[config.mk]
export PLATFORM = sky130hd
export DESIGN_NAME = spi_xcvr
export DESIGN_NICKNAME = d
export VERILOG_FILES = /design/src/rtl/spi_xcvr_pkg.sv /design/src/rtl/spi_bit_counter.sv /design/src/rtl/spi_shift_reg.sv /design/src/rtl/spi_rx_capture.sv /design/src/rtl/spi_xcvr.sv
export SDC_FILE = /design/constraint.sdc
export NUM_CORES = 1
export LEC_CHECK = 0
export ABC_AREA = 1
export BUFFER_PORTS_ARGS = -buffer_cell sky130_fd_sc_hd__clkbuf_2
export CAP_MARGIN = 20
export CORE_ASPECT_RATIO = 1.5
export CORE_MARGIN = 10
export CORE_UTILIZATION = 57
export DETAILED_ROUTE_END_ITERATION = 12
export PLACE_DENSITY = 0.9
export SYNTH_ARGS = -nofsm -noshare
export SYNTH_HDL_FRONTEND = slang
export SYNTH_SLANG_ARGS = --single-unit
[constraint.sdc]
create_clock -name clk -period 2 [get_ports clk]
set_input_delay 0.2 -clock clk [delete_from_list [all_inputs] [get_ports clk]]
set_output_delay 0.2 -clock clk [all_outputs]
set_load 0.02 [all_outputs]
[src/rtl/spi_xcvr_pkg.sv]
package spi_xcvr_pkg;
  typedef enum logic {
    ST_IDLE = 1'b0,
    ST_BUSY = 1'b1
  } xfer_state_e;
endpackage

[src/rtl/spi_bit_counter.sv]
// Down-counter of bits left in the current frame; flags the final bit.
module spi_bit_counter #(
  parameter int CNT_W = 4
) (
  input  logic             clk,
  input  logic             rst,
  input  logic             load,
  input  logic [CNT_W-1:0] load_val,
  input  logic             dec,
  output logic [CNT_W-1:0] cnt,
  output logic             last
);
  localparam logic [CNT_W-1:0] ONE = CNT_W'(1);

  always_ff @(posedge clk) begin
    if (rst)                    cnt <= '0;
    else if (load)              cnt <= load_val;
    else if (dec && cnt != '0)  cnt <= cnt - ONE;
  end

  assign last = (cnt == ONE);
endmodule

[src/rtl/spi_shift_reg.sv]
// Right-shifting frame register: bit 0 leaves, new bit enters at the top.
module spi_shift_reg #(
  parameter int W = 12
) (
  input  logic         clk,
  input  logic         rst,
  input  logic         load,
  input  logic [W-1:0] load_val,
  input  logic         shift,
  input  logic         bit_in,
  output logic [W-1:0] q,
  output logic [W-1:0] nxt
);
  assign nxt = {bit_in, q[W-1:1]};

  always_ff @(posedge clk) begin
    if (rst)        q <= '0;
    else if (load)  q <= load_val;
    else if (shift) q <= nxt;
  end
endmodule

[src/rtl/spi_rx_capture.sv]
// Falling-edge capture of the serial input, with a raw bypass path.
module spi_rx_capture (
  input  logic clk,
  input  logic rst,
  input  logic enable,
  input  logic bypass,
  input  logic miso,
  output logic bit_out
);
  logic cap_q;

  always_ff @(negedge clk) begin
    if (rst)         cap_q <= 1'b0;
    else if (enable) cap_q <= miso;
  end

  assign bit_out = bypass ? miso : cap_q;
endmodule

[src/rtl/spi_xcvr.sv]
module spi_xcvr
  import spi_xcvr_pkg::*;
#(
  parameter int FRAME_W = 12,
  parameter int BYTE_W  = 8
) (
  input  logic               clk,
  input  logic               rst,
  input  logic               req_send,
  input  logic               req_read,
  input  logic               init_mode,
  input  logic [BYTE_W-1:0]  tx_byte,
  output logic [FRAME_W-1:0] rx_frame,
  output logic               busy,
  output logic               done,
  output logic               sclk,
  output logic               cs_n,
  output logic               mosi,
  input  logic               miso
);
  localparam int CNT_W = $clog2(FRAME_W + 1);
  localparam int PAD_W = FRAME_W - BYTE_W;
  localparam logic [CNT_W-1:0] LEN_FRAME = CNT_W'(FRAME_W);
  localparam logic [CNT_W-1:0] LEN_BYTE  = CNT_W'(BYTE_W);

  xfer_state_e        state;
  logic               start, shift_en, finish, last;
  logic               init_q, tx_q, cs_pre, cs_n_q, done_q, rx_bit;
  logic [CNT_W-1:0]   bit_cnt;
  logic [FRAME_W-1:0] sh_q, sh_nxt, rx_q, load_word;

  assign start     = (state == ST_IDLE) && (req_send || req_read);
  assign shift_en  = (state == ST_BUSY) && !cs_n_q;
  assign finish    = shift_en && last;
  assign load_word = req_send ? {{PAD_W{1'b0}}, tx_byte} : '0;

  spi_bit_counter #(.CNT_W(CNT_W)) u_cnt (
    .clk      (clk),
    .rst      (rst),
    .load     (start),
    .load_val (init_mode ? LEN_FRAME : LEN_BYTE),
    .dec      (shift_en),
    .cnt      (bit_cnt),
    .last     (last)
  );

  spi_shift_reg #(.W(FRAME_W)) u_sh (
    .clk      (clk),
    .rst      (rst),
    .load     (start),
    .load_val (load_word),
    .shift    (shift_en),
    .bit_in   (rx_bit),
    .q        (sh_q),
    .nxt      (sh_nxt)
  );

  spi_rx_capture u_cap (
    .clk     (clk),
    .rst     (rst),
    .enable  (!cs_n_q),
    .bypass  (init_q),
    .miso    (miso),
    .bit_out (rx_bit)
  );

  always_ff @(posedge clk) begin
    if (rst) begin
      state  <= ST_IDLE;
      init_q <= 1'b0;
      tx_q   <= 1'b0;
      cs_pre <= 1'b1;
      cs_n_q <= 1'b1;
      done_q <= 1'b0;
      rx_q   <= '0;
    end else begin
      done_q <= finish;
      if (start) begin
        state  <= ST_BUSY;
        init_q <= init_mode;
        tx_q   <= req_send;
        cs_pre <= 1'b0;
      end
      if (finish) begin
        state  <= ST_IDLE;
        cs_pre <= 1'b1;
        cs_n_q <= 1'b1;
        rx_q   <= init_q ? sh_nxt : {{PAD_W{1'b0}}, sh_nxt[FRAME_W-1:PAD_W]};
      end else begin
        cs_n_q <= cs_pre;
      end
    end
  end

  assign busy     = (state == ST_BUSY);
  assign done     = done_q;
  assign cs_n     = cs_n_q;
  assign rx_frame = rx_q;
  assign mosi     = shift_en & tx_q & sh_q[0];
  assign sclk     = shift_en & ~clk;
endmodule

**Yosys cells after proc, flatten, opt, wreduce, memory -nomap -nowiden**

Cells that the tools add are included.
W data, S select, Z words.

- Flip-flop bits (word level): 35
- Bits of input ports: 14
- Output and inout bits: 17
- Logic and storage cells: 35

- Add/sub/neg operators: 1
- Equality and inequality tests: 1
- Muxes and demuxes: 8
- Bitwise operators: 5
- Reduce and logical (&&, ||, !) cells: 10

Operators with widths:

| operator | number |
|---|---|
| $mux W12 | 3 |
| $mux W4 | 2 |
| $mux W8 | 1 |
| $eq A4 B1 Y1 const B | 1 |
| $logic_and A1 B1 Y1 | 4 |
| $reduce_bool A2 Y1 | 2 |
| $reduce_bool A4 Y1 | 1 |
| $sub A4 B1 Y4 const B | 1 |
| $and A1 B1 Y1 | 3 |
| $mux W3 | 1 |
| $not A1 Y1 | 2 |
| $reduce_or A2 Y1 | 1 |
| $logic_not A1 Y1 | 1 |
| $logic_or A1 B1 Y1 | 1 |
| $mux W1 | 1 |

**Depth between registers and ports, before layout**

- Depth after elaboration: 5
- Gate-level depth with buffers: 9
- Mapped depth without buffers: 8

**Cells and area by module**

Synthesis repeated with hierarchy kept, for this count alone.

- Cell total of the unflattened synthesis: 301
- Area total of the unflattened synthesis: 1974.4 um^2

Modules (own cells, without submodules):

| module | instances | cells an instance | area an instance (um^2) |
|---|---|---|---|
| spi_xcvr | 1 | 137 | 877.1 |
| spi_shift_reg | 1 | 113 | 743.2 |
| spi_bit_counter | 1 | 41 | 296.5 |
| spi_rx_capture | 1 | 10 | 57.6 |

==> impl_metrics.toml <==
[synthesis]
synth.most_common_cell = "nand2_1"
synth_flop_cell = "dfxtp_1"
synth_cell_types = 23
yosys-top-cells-area = "dfxtp_1 46%, nand2_1 18%, o21ai_0 7.9%, nand3_1 5.9%, a21oi_1 5.6%"
ys_seq_elements = 35
syn_area_um2 = 1520
synth_top_family_by_area = "simple AND/OR/NAND/NOR gates"
synth_edf_count = 0
syn_avg_cell_area_um2 = 7.30
synth_compound_area_frac = 0.145
synth_adder_area_share = 0.0165
synth_top_area_cell = "dfxtp_1"
netlist_instances = 208
synthArstFlopShare = 0
synth.mux.area_fraction = 0
syn_nets = 224
synth_common_cells = "71 x nand2_1, 35 x dfxtp_1, 24 x o21ai_0"
yosys.area.top_type_share = 0.462
synth_seq_area_share = 0.462
synth-xor-area-share = 0.00577
yosysWarnings = 0
synth_simple_gate_area_frac = 0.293

[route]
firstDrtPassIters = 4
via_per_inst = 5.11
antenna_left = 0
drc_errors = 0
finalWirelength_um = 3550
wl_per_cell_um = 12.3
dr_total_vias = 1483
drt_iter0_drc = 48

[pwr]
switching_share = 0.247
power_frac_clock = 0.432
p_per_area_nw_per_um2 = 882
p_leak_nw = 0.914
max-vdd-ir-drop_mv = 0.755
p_int_mw = 1.26
p_sw_mw = 0.415
pwr-share-seq = 0.452
pwr-share-comb = 0.116

[sta]
finalSetupTns_ns = 0
slew_headroom = 0.782
fin_skew_ns = 0.0667
final_max_slew_viol_count = 0
setup_viol = 0
hold_viol_final = 0
worst_pin_slew_ns = 0.326
rsz0062_at_grt = "no"

[critical_path]
reg2regPathDepth = 4
rr_startpoint = "u_cap.cap_q$_SDFFE_NP0N_"
cp-end-kind = "flip-flop"
cp.arrival_ns = 2.18
cp_data_required_time_ns = 2.39
start_kind = "flip-flop"
r2r_end = "u_sh.q[11]$_SDFFE_PP0P_"
cp-startpoint = "u_cap.cap_q$_SDFFE_NP0N_"
r2r_setup_slack_ns = 0.21
critical_path.max_fanout = 2
endpoint = "u_sh.q[11]$_SDFFE_PP0P_"
critPathKind = "flip-flop to flip-flop"
cpPeakStageDelay_ns = 0.31
path_cells = "inv_1 -> nand2_1 -> o21ai_0 -> a21oi_1"
slowest_stage = "dfxtp_1"

[run]
maxCapViolCount = 0

[floorplan]
num_rows = 22
pin_count = 31
start_util = 0.606
fp.dieW_um = 62.1
core_um2 = 2500
die_h_um = 83.2
die_area_um2 = 5170

[clocking]
clock_latency_ns = 0.52
clkTransAtPathRegs_ns = 0.11
cts_tree = "done"

[placed_design]
io_buffer_count = 30
gp_congestion = 0.815
dp_hpwl_um = 2430

[global_route]
grt_antenna_before_repair = 0
grt_max_degree = 17
grt_pass1_vias = 1510
grt_overflow_total = 0
grt_usage = 0.151
grt_pass1_wl_um = 6380

[final_layout]
final_core_util = 0.760
final_nets = 269
antenna_cells = 0
layout-drive-gt1-share = 0.209
nFillCells = 192
areaGrowthSynthToFinish_pct = 25.5

[run_status]
status = "finished, final reports clean"

[worst_hold_path]
hold_class = "input pin to flip-flop"
cell families (layout without fill, tap and decap cells):
family / after synthesis / in the layout
compound gates: 43 / 43
xor+xnor: 1 / 1
fa+ha+maj: 2 / 2
buf+inv: 24 / 70
flops: 35 / 35
simple gates: 103 / 103
power groups by stage:
stage	Combinational, mW	Clock (mW)	Sequential, mW
after floorplan	0.127	0.00921	0.770
after global placement	0.171	0.0105	0.772
after detailed placement	0.175	0.0105	0.773
after CTS	0.193	0.734	0.758
after global routing	0.223	0.778	0.764
final	0.195	0.726	0.759
cell usage in the layout, fill, tap and decap left out, drive strengths merged:
master and n:
a21oi 17, buf 3, bufinv 2, clkbuf 38
clkinv 1, clkinvlp 1, dfxtp 35, dlygate4sd3 10
ha 2, inv 15, nand2 73, nand3 20
nor2 10, o21ai 25, o22ai 1, xnor2 1
critical path: cells and delay by family (launching register included):
family                 cells  cell delay (ns)
AOI/OAI and AO/OA          2             0.23
buffers and inverters      1             0.05
DFF                        1             0.31
and+or+nand+nor            1             0.08
stage by stage:
stage               hold WS [ns]  setup slack (ns)  area, um2  instances  total power [mW]
finish                    0.0289             0.213       1900        290              1.68
global route              0.0211             0.102       1900        290              1.77
CTS                       0.0139             0.227       1900        290              1.69
detailed placement         0.360             0.296       1680        269             0.959
global placement           0.360             0.312       1680        269             0.953
floorplan                  0.269             0.286       1520        208             0.907
repair_timing:
| item | in CTS | in global routing |
|---|---|---|
| hold buffers | 10 | 0 |
| endpoints found under the hold margin | 10 | 0 |
| setup endpoints to repair | 0 | 0 |
| buffers inserted | 0 | 0 |
| resized for setup | 0 | 0 |
routing by layer:
layer  track usage  up-vias  part of all wire  routed length (um)
li1              -      760                 -                   -
met1         0.151      657              0.41                1460
met2         0.236       54              0.49                1730
met3        0.0685       12             0.070                 249
met4         0.116        0             0.030                 107
met5             0        -                 0                   0
how the worst min path moves through the flow:
stage	from	to	depth (start not counted)
final	rst	u_cnt.cnt[3]$_SDFFE_PP0P_	2
after global routing	rst	u_cnt.cnt[3]$_SDFFE_PP0P_	2
after CTS	rst	u_cnt.cnt[3]$_SDFFE_PP0P_	2
after detailed placement	clk	sclk	2
after global placement	clk	sclk	2
after floorplan	rst	u_cnt.cnt[3]$_SDFFE_PP0P_	1
cell type report:
cell class / count / area [um2] / area share
multi-input combinational: 149 / 698 / 0.367
tap: 36 / 45.0 / 0.0237
clock inverter: 4 / 71.3 / 0.0375
clock buffer: 9 / 65.1 / 0.0342
sequential: 35 / 701 / 0.368
timing repair buffer: 42 / 268 / 0.141
inverter: 15 / 56.3 / 0.0296
Note: power is estimated with default switching activity, not from simulation.
